`src/rtl/strap_serial_regfile_pkg.sv`:
```
package strap_serial_regfile_pkg;
  localparam int ADDR_W  = 3;
  localparam int FREQ_W  = 16;
  localparam int CTL_W   = 9;
  localparam int NUM_FRQ = 4;

  localparam logic [ADDR_W-1:0] ADR_PDIV = 3'b100;
  localparam logic [ADDR_W-1:0] ADR_CTL  = 3'b110;

  localparam logic [CTL_W-1:0] CTL_RESET     = 9'h010;
  localparam logic [CTL_W-1:0] CTL_RSVD_MASK = 9'h028;

  // slot 0..2 = video words, slot 3 = memory word
  function automatic logic [FREQ_W-1:0] preset_khz(input logic [1:0] strap,
                                                   input logic [1:0] slot);
    logic [FREQ_W-1:0] v;
    unique case (slot)
      2'd0:    v = strap[1] ? 16'd40000 : 16'd25175;
      2'd1,
      2'd2:    v = (strap == 2'b11) ? 16'd50350 : 16'd28322;
      default: begin
        unique case (strap)
          2'b00:   v = 16'd32500;
          2'b01:   v = 16'd40000;
          2'b10:   v = 16'd50350;
          default: v = 16'd56644;
        endcase
      end
    endcase
    return v;
  endfunction
endpackage

```
`src/rtl/ssr_pin_sync.sv`:
```
module ssr_pin_sync #(
  parameter int STAGES = 2
) (
  input  logic clk,
  input  logic rst_n,
  input  logic ser_clk_i,
  input  logic ser_dat_i,
  output logic rise_o,
  output logic dat_o
);
  logic [STAGES-1:0] clk_pipe_q, clk_pipe_d;
  logic [STAGES-1:0] dat_pipe_q, dat_pipe_d;
  logic              clk_prev_q;

  always_comb begin
    clk_pipe_d = {clk_pipe_q[STAGES-2:0], ser_clk_i};
    dat_pipe_d = {dat_pipe_q[STAGES-2:0], ser_dat_i};
  end

  always_ff @(posedge clk or negedge rst_n) begin
    if (!rst_n) begin
      clk_pipe_q <= '0;
      dat_pipe_q <= '0;
      clk_prev_q <= 1'b0;
    end else begin
      clk_pipe_q <= clk_pipe_d;
      dat_pipe_q <= dat_pipe_d;
      clk_prev_q <= clk_pipe_q[STAGES-1];
    end
  end

  assign rise_o = clk_pipe_q[STAGES-1] & ~clk_prev_q;
  assign dat_o  = dat_pipe_q[STAGES-1];
endmodule

```
`src/rtl/ssr_frame_rx.sv`:
```
module ssr_frame_rx #(
  parameter int ADDR_W   = 3,
  parameter int DATA_W   = 16,
  parameter int IDLE_LIM = 64
) (
  input  logic              clk,
  input  logic              rst_n,
  input  logic              rise_i,
  input  logic              dat_i,
  output logic              wr_en_o,
  output logic [ADDR_W-1:0] wr_addr_o,
  output logic [DATA_W-1:0] wr_data_o,
  output logic              busy_o
);
  localparam int FRAME_LEN = ADDR_W + DATA_W;
  localparam int CNT_W     = $clog2(FRAME_LEN + 1);
  localparam int IDLE_W    = $clog2(IDLE_LIM + 1);

  logic [CNT_W-1:0]     cnt_q, cnt_d;
  logic [IDLE_W-1:0]    idle_q, idle_d;
  logic [FRAME_LEN-1:0] sh_q, sh_d;
  logic                 wr_q, wr_d;

  always_comb begin
    cnt_d  = cnt_q;
    idle_d = idle_q;
    sh_d   = sh_q;
    wr_d   = 1'b0;
    if (rise_i) begin
      sh_d   = {sh_q[FRAME_LEN-2:0], dat_i};
      idle_d = '0;
      if (cnt_q == CNT_W'(FRAME_LEN - 1)) begin
        cnt_d = '0;
        wr_d  = 1'b1;
      end else begin
        cnt_d = cnt_q + 1'b1;
      end
    end else if (cnt_q != '0) begin
      if (idle_q == IDLE_W'(IDLE_LIM - 1)) begin
        cnt_d  = '0;
        idle_d = '0;
      end else begin
        idle_d = idle_q + 1'b1;
      end
    end
  end

  always_ff @(posedge clk or negedge rst_n) begin
    if (!rst_n) begin
      cnt_q  <= '0;
      idle_q <= '0;
      sh_q   <= '0;
      wr_q   <= 1'b0;
    end else begin
      cnt_q  <= cnt_d;
      idle_q <= idle_d;
      sh_q   <= sh_d;
      wr_q   <= wr_d;
    end
  end

  assign wr_en_o   = wr_q;
  assign wr_addr_o = sh_q[FRAME_LEN-1 -: ADDR_W];
  assign wr_data_o = sh_q[DATA_W-1:0];
  assign busy_o    = (cnt_q != '0);
endmodule

```
`src/rtl/ssr_store.sv`:
```
module ssr_store
  import strap_serial_regfile_pkg::*;
(
  input  logic              clk,
  input  logic              rst_n,
  input  logic [1:0]        strap_i,
  input  logic              wr_en_i,
  input  logic [ADDR_W-1:0] wr_addr_i,
  input  logic [FREQ_W-1:0] wr_data_i,
  output logic [FREQ_W-1:0] frq_o [NUM_FRQ],
  output logic [FREQ_W-1:0] pdiv_o,
  output logic [CTL_W-1:0]  ctl_o,
  output logic              init_done_o
);
  logic init_q;

  always_ff @(posedge clk or negedge rst_n) begin
    if (!rst_n) init_q <= 1'b0;
    else        init_q <= 1'b1;
  end

  for (genvar s = 0; s < NUM_FRQ; s++) begin : g_frq
    logic [FREQ_W-1:0] q, d;
    logic              en;
    always_comb begin
      en = !init_q || (wr_en_i && wr_addr_i == ADDR_W'(s));
      d  = !init_q ? preset_khz(strap_i, 2'(s)) : wr_data_i;
    end
    always_ff @(posedge clk or negedge rst_n) begin
      if (!rst_n)  q <= '0;
      else if (en) q <= d;
    end
    assign frq_o[s] = q;
  end

  logic [FREQ_W-1:0] pdiv_q;
  logic [CTL_W-1:0]  ctl_q, ctl_d;
  logic              pdiv_en, ctl_en;

  always_comb begin
    pdiv_en = init_q && wr_en_i && (wr_addr_i == ADR_PDIV);
    ctl_en  = init_q && wr_en_i && (wr_addr_i == ADR_CTL);
    ctl_d   = wr_data_i[CTL_W-1:0] & ~CTL_RSVD_MASK;
  end

  always_ff @(posedge clk or negedge rst_n) begin
    if (!rst_n) begin
      pdiv_q <= '0;
      ctl_q  <= CTL_RESET;
    end else begin
      if (pdiv_en) pdiv_q <= wr_data_i;
      if (ctl_en)  ctl_q  <= ctl_d;
    end
  end

  assign pdiv_o      = pdiv_q;
  assign ctl_o       = ctl_q;
  assign init_done_o = init_q;
endmodule

```
`src/rtl/strap_serial_regfile.sv`:
```
module strap_serial_regfile #(
  parameter int SYNC_STAGES = 2,
  parameter int IDLE_LIM    = 64
) (
  input  logic        clk,
  input  logic        rst_n,
  input  logic [1:0]  strap_i,
  input  logic        ser_clk_i,
  input  logic        ser_dat_i,
  output logic [15:0] vid0_o,
  output logic [15:0] vid1_o,
  output logic [15:0] vid2_o,
  output logic [15:0] mem_o,
  output logic [15:0] pdiv_o,
  output logic [8:0]  ctl_o,
  output logic        busy_o
);
  import strap_serial_regfile_pkg::*;

  logic rst_meta_q, rst_sync_n;
  always_ff @(posedge clk or negedge rst_n) begin
    if (!rst_n) begin
      rst_meta_q <= 1'b0;
      rst_sync_n <= 1'b0;
    end else begin
      rst_meta_q <= 1'b1;
      rst_sync_n <= rst_meta_q;
    end
  end

  logic              rise, dat, wr_en, init_done;
  logic [ADDR_W-1:0] wr_addr;
  logic [FREQ_W-1:0] wr_data;
  logic [FREQ_W-1:0] frq [NUM_FRQ];

  ssr_pin_sync #(.STAGES(SYNC_STAGES)) u_sync (
    .clk(clk), .rst_n(rst_sync_n), .ser_clk_i(ser_clk_i), .ser_dat_i(ser_dat_i),
    .rise_o(rise), .dat_o(dat)
  );

  ssr_frame_rx #(.ADDR_W(ADDR_W), .DATA_W(FREQ_W), .IDLE_LIM(IDLE_LIM)) u_rx (
    .clk(clk), .rst_n(rst_sync_n), .rise_i(rise), .dat_i(dat),
    .wr_en_o(wr_en), .wr_addr_o(wr_addr), .wr_data_o(wr_data), .busy_o(busy_o)
  );

  ssr_store u_store (
    .clk(clk), .rst_n(rst_sync_n), .strap_i(strap_i),
    .wr_en_i(wr_en), .wr_addr_i(wr_addr), .wr_data_i(wr_data),
    .frq_o(frq), .pdiv_o(pdiv_o), .ctl_o(ctl_o), .init_done_o(init_done)
  );

  assign vid0_o = frq[0];
  assign vid1_o = frq[1];
  assign vid2_o = frq[2];
  assign mem_o  = frq[3];
endmodule

```
`config.mk`:
```
export PLATFORM = sky130hd
export DESIGN_NAME = strap_serial_regfile
export DESIGN_NICKNAME = d
export VERILOG_FILES = /design/src/rtl/strap_serial_regfile_pkg.sv /design/src/rtl/ssr_pin_sync.sv /design/src/rtl/ssr_frame_rx.sv /design/src/rtl/ssr_store.sv /design/src/rtl/strap_serial_regfile.sv
export SDC_FILE = /design/constraint.sdc
export NUM_CORES = 1
export LEC_CHECK = 0
export BUFFER_PORTS_ARGS = -buffer_cell sky130_fd_sc_hd__buf_2
export CAP_MARGIN = 30
export CORE_MARGIN = 2
export CORE_UTILIZATION = 60
export DETAILED_ROUTE_END_ITERATION = 7
export PLACE_DENSITY = 0.86
export SLEW_MARGIN = 20
export SYNTH_ARGS = -nofsm -noshare
export SYNTH_HDL_FRONTEND = slang
export SYNTH_SLANG_ARGS = --single-unit
```
`constraint.sdc`:
```
create_clock -name clk -period 11.03 [get_ports clk]
set_clock_uncertainty 0.05 [all_clocks]
set_input_delay 0.5515 -clock clk [delete_from_list [all_inputs] [get_ports clk]]
set_output_delay 0.5515 -clock clk [all_outputs]
set_load 0.1 [all_outputs]
```
Yosys cells after proc, flatten, opt, wreduce, memory -nomap -nowiden
Cells that the tools add are included.
- register bits after elaboration: 127
- input port bits: 6
- output and inout bits: 90
- word-level logic and storage cells: 63
- add/subtract/negate cells: 2
- equal/unequal tests: 10
- mux-type cells: 15
- bitwise operators: 2
- reductions and logical operators: 18
- operators by type and width (cell ; count):
    two-way mux 16 bit ; 5
    case mux 16 bit (3 select lines) ; 1
    two-way mux 7 bit ; 3
    two-way mux 5 bit ; 4
    adder 7 x 1 -> 7 bit, second input constant ; 1
    == test 7 x 6 -> 1 bit, second input constant ; 1
    logical AND 1 bit ; 7
    == test 3 x 2 -> 1 bit, second input constant ; 2
    == test 3 bit, second input constant ; 2
    adder 5 x 1 -> 5 bit, second input constant ; 1
    == test 5 bit, second input constant ; 1
    nonzero test 5 bit ; 1
    == test 2 bit, second input constant ; 2
    logical OR 1 bit ; 4
    nonzero test 2 bit ; 2
    == test 3 x 1 -> 1 bit, second input constant ; 1
    logical NOT 3 bit ; 1
    == test 2 x 1 -> 1 bit, second input constant ; 1
    logical NOT 2 bit ; 1
    two-way mux 1 bit ; 2
    AND reduction 2 bit ; 1
    bitwise AND 1 bit ; 1
    logical NOT 1 bit ; 1
    inverter 1 bit ; 1

Logic depth before layout (Yosys ltp)
- depth in word-level cells: 4
- mapped depth: 7
- gate-level depth less buffers: 6

Hierarchy
A second synthesis with hierarchy kept.
- cell total of the unflattened synthesis: 481
- area total of the unflattened synthesis: 5328.9 µm²
- modules (own cells, without submodules) (module ; instances ; cells each ; area each (µm²) ; seq. area each (µm²)):
    ssr_store ; 1 ; 358 ; 3716.1 ; 2203.4
    ssr_frame_rx ; 1 ; 114 ; 1420.1 ; 800.8
    ssr_pin_sync ; 1 ; 6 ; 138.9 ; 125.1
    strap_serial_regfile ; 1 ; 3 ; 53.8 ; 50.0

Least setup slack after synthesis
Ideal clock, no wire load.
- kind: flip-flop to output port
- start: register u_rx.cnt_q[0]
- end: output port busy_o
- arrival: 1.298 ns
- path slack: 9.131 ns
- stages on the path, launching flop included: 6
- path through: dfrtp_1 inv_1 ha_1 nor4b_1 buf_2 inv_2
- longest elaborated chain between the ends: 1
- ends and longest elaborated chain (element ; line ; RTL):
    start: declaration ; ssr_frame_rx.sv:19 ; logic [CNT_W-1:0] cnt_q, cnt_d;
    start signal: assignment ; ssr_frame_rx.sv:55 ; cnt_q <= cnt_d;
    nonzero test 5 bit ; ssr_frame_rx.sv:65 ; assign busy_o = (cnt_q != '0);
    end: declaration ; strap_serial_regfile.sv:16 ; output logic busy_o
No other way between the ends.

Worst setup path after layout
Ends and elaborated chain as after synthesis.

==> flow_summary_export.csv <==
group,metric,value,unit
synthesis,ys_warn_count,0,
cells_and_area,post-route-util,74.6,%
timing,finalCritPeriodShare,24.0,%
timing,hold_slack,0.0888,ns
routing,routedWlPerCell,18.4,um
critical_path,arrival,2.05,ns
synthesis,yosysTopAreaCell,"dfrtp_1",
routing,drt-initial-drc-count,372,
critical_path,cp_slowest_cell,"buf_2",
timing,slew_viol_final,0,
cells_and_area,num_antenna_cells,0,
job,max-cap-violations,0,
timing,rsz0062_at_grt,"false",
grt,busiest_layer,"met2",
synthesis,synth-async-reset-ratio,100,%
cts,clockBufferDepth,2,
grt,grt_max_degree,52,
status,status,"finished, final reports clean",
cts,cts_resized,0,
place,port_buffers,93,
routing,viasPerCell,5.98,
critical_path,crit_type,"flop to primary output",
cells_and_area,layout.nets,613,
grt,met3_usage,11.4,%
synthesis,yosys.area_share.simple,19.7,%
cts,cts-buffers-inserted,17,
cts,worstSkewPairLatency,0.52,ns
timing,setup_violations,0,
grt,grt.overflow.total,0,
die,io_pins,96,
synthesis,avgSynthCellArea,10.2,sq um
critical_path,r2r_cells,4,
power_and_ir_drop,ir_drop,147,uV
die,initial_utilization,61.6,%
routing,drt-pass1-iter-count,6,
power_and_ir_drop,power_density,213,nW/um^2
synthesis,synth_area_leaders,"dfrtp_1 59%, nand2_1 13%, mux2_2 4.9%, a31oi_1 4.4%, a21boi_0 2.1%",
cells_and_area,fin_area,6440,sq um
synthesis,synth-xor-area-share,0.165,%
routing,vias,4327,
place,dp_hpwl,8.32,mm
synthesis,ys_seq_area_share,59.8,%
timing,max-slew-margin-rel,35.0,%
critical_path,worstPathMaxFanout,11,
critical_path,startpoint,"u_rx.cnt_q[0]$_DFFE_PN0P_",
cts,clkTransAtPathRegs,0.06,ns
place,place_area,5800,sq um
synthesis,synth_area,5320,sq um
grt,antenna_found_initial,0,
worst_hold_path,hp-start,"ser_dat_i",
die,dieArea,9630,sq um
timing,layout_setup_ws,8.38,ns
critical_path,critPathMaxStageDelay,0.42,ns
grt,grt_use_total,29.2,%
cells_and_area,final.fill_count,573,
cts,cts_tree,"yes",
cells_and_area,drive_gt1_share,26.5,%
synthesis,synthMuxAreaShare,4.87,%
synthesis,synth_top_cell_area_share,59.3,%
critical_path,startpoint_type,"flop",
critical_path,worst-r2r-setup-slack,8.67,ns
synthesis,synth_cell_type_count,50,
place,place_congestion,0.795,
cts,numClockSinks,127,
synthesis,synthAdderAreaFrac,0.941,%
timing,final.setup.tns,0,ns
synthesis,synth_cells,519,
worst_hold_path,min_path_type,"input port to flop",
grt,use_met2,47.0,%
grt,grt_pass1_wl,21.7,mm
timing,tightestPinTransition,0.974,ns
critical_path,reg2reg_from,"u_store.init_done_o$_DFF_PN0_",
synthesis,synth_top_family_by_area,"simple AND/OR/NAND/NOR gates",
synthesis,synth_compound_area_share,9.77,%
grt,grt_pass1_vias,4302,
power_and_ir_drop,p_leak,0.00313,uW
grt,met1_usage,36.3,%
cts,htree_levels,4,
worst_hold_path,hold_depth,1,
routing,finalWirelength,13.3,mm
synthesis,synth_edf_count,0,
timing,fmax,377,MHz
synthesis,synth-seq-cells,127,
timing,fin_crit,2.65,ns
die,die-width,98.1,um
critical_path,worstPathRequired,10.43,ns
synthesis,yosys.cell_count.top_type,"nand2_1",
place,place_ws,8.71,ns
die,coreArea,8640,sq um
die,fp-row-count,34,
critical_path,end_kind,"primary output",
timing,finalHoldViolations,0,
critical_path,reg2reg_to,"u_store.pdiv_o[13]$_DFFE_PN0P_",
routing,ant_nets,0,
die,die_y,98.1,um
cts,cts_root_buf,"clkbuf_8",
cts,post_cts_buffers,0,
worst_hold_path,hold_path_end,"u_sync.dat_pipe_q[0]$_DFF_PN0_",
critical_path,cp_cell_sequence,"inv_1 > ha_1 > nor4b_1 > buf_4 > inv_2 > buf_2",
cells_and_area,area_growth,21.2,%
cts,cts_hold_buffers,1,
synthesis,ys.flop_type,"dfrtp_1",
routing,drc,0,
synthesis,synth_commonest_cells,"186 x nand2_1, 126 x dfrtp_1, 37 x a31oi_1",
cell type report:
class                      count  area (sq um)  area share, %
tap                          108           135           2.10
multi-input combinational    348          1910           29.6
clock buffer                  17           414           6.43
clock inverter                14           216           3.36
inverter                       8          30.0          0.466
sequential                   127          3180           49.4
timing repair buffer         101           553           8.58
metal layers:
| metal | share of wire (%) | wire (um) |
|---|---|---|
| met5 | 0 | 0 |
| met1 | 38 | 5030 |
| met4 | 2.7 | 354 |
| met3 | 10 | 1390 |
| met2 | 49 | 6530 |
flip-flops by register name (all words and copies together), names as in the netlist:
name / flops
u_store.g_frq.q: 64
u_rx.sh_q: 19
u_store.pdiv_o: 16
u_rx.idle_q: 7
u_store.ctl_o: 7
u_rx.cnt_q: 5
u_sync.clk_pipe_q: 2
u_sync.dat_pipe_q: 2
rst_meta_q: 1
rst_sync_n: 1
u_rx.wr_en_o: 1
u_store.init_done_o: 1
u_sync.clk_prev_q: 1
cells by family after synthesis:
| logic type | count (synthesis) |
|---|---|
| and+or+nand+nor | 237 |
| DFF | 127 |
| AOI/OAI and AO/OA | 79 |
| buffers and inverters | 46 |
| muxes | 23 |
| adders and majority gates | 4 |
| other | 2 |
| xor gates and xnor gates | 1 |
worst max-delay path by stage:
stage / endpoint / slack (ns)
after floorplan: u_rx.cnt_q[0]$_DFFE_PN0P_ / 7.18
after global placement: u_store.pdiv_o[7]$_DFFE_PN0P_ / 8.52
after detailed placement: u_store.pdiv_o[1]$_DFFE_PN0P_ / 8.71
after CTS: busy_o / 8.38
after global routing: busy_o / 8.26
final: busy_o / 8.38
per-stage QoR:
step | power, uW | cells
floorplan | 722 | 521
global placement | 768 | 689
detailed placement | 780 | 691
CTS | 1370 | 723
global route | 1420 | 723
finish | 1370 | 723
worst max-delay path: cells and delay by family, from the launching register on:
kind	cells	cell delay, ns
AND/OR/NAND/NOR	1	0.14
adder cells (fa/ha/maj)	1	0.21
buffers and inverters	4	0.75
flip-flops	1	0.41
cells in the final DEF, fill, tap and decap left out, types with 3 or more instances in the layout:
master     synthesis  layout
a21boi_0          15      15
a21oi_1            8       8
a31oi_1           37      37
buf_2              5      93
buf_4              6       5
bufinv_16          0       5
clkbuf_16          0      16
clkinv_2           0       3
clkinv_4           0       4
conb_1             2       4
dfrtp_1          126     124
ha_1               4       4
inv_1              7       7
mux2_2            23      23
nand2_1          186     186
nand3_1           17      17
nand4bb_1          3       3
nor2_1             4       4
nor2b_1            3       3
nor3_1             4       4
o211ai_1           3       3
o21ai_0            7       7
power breakdown:
group | internal (uW) | switching, uW | total, uW
clock network | 389 | 205 | 594
registers | 503 | 66.1 | 569
logic | 47.3 | 162 | 209
total | 939 | 433 | 1370
Power figures use the tool's default switching activity.
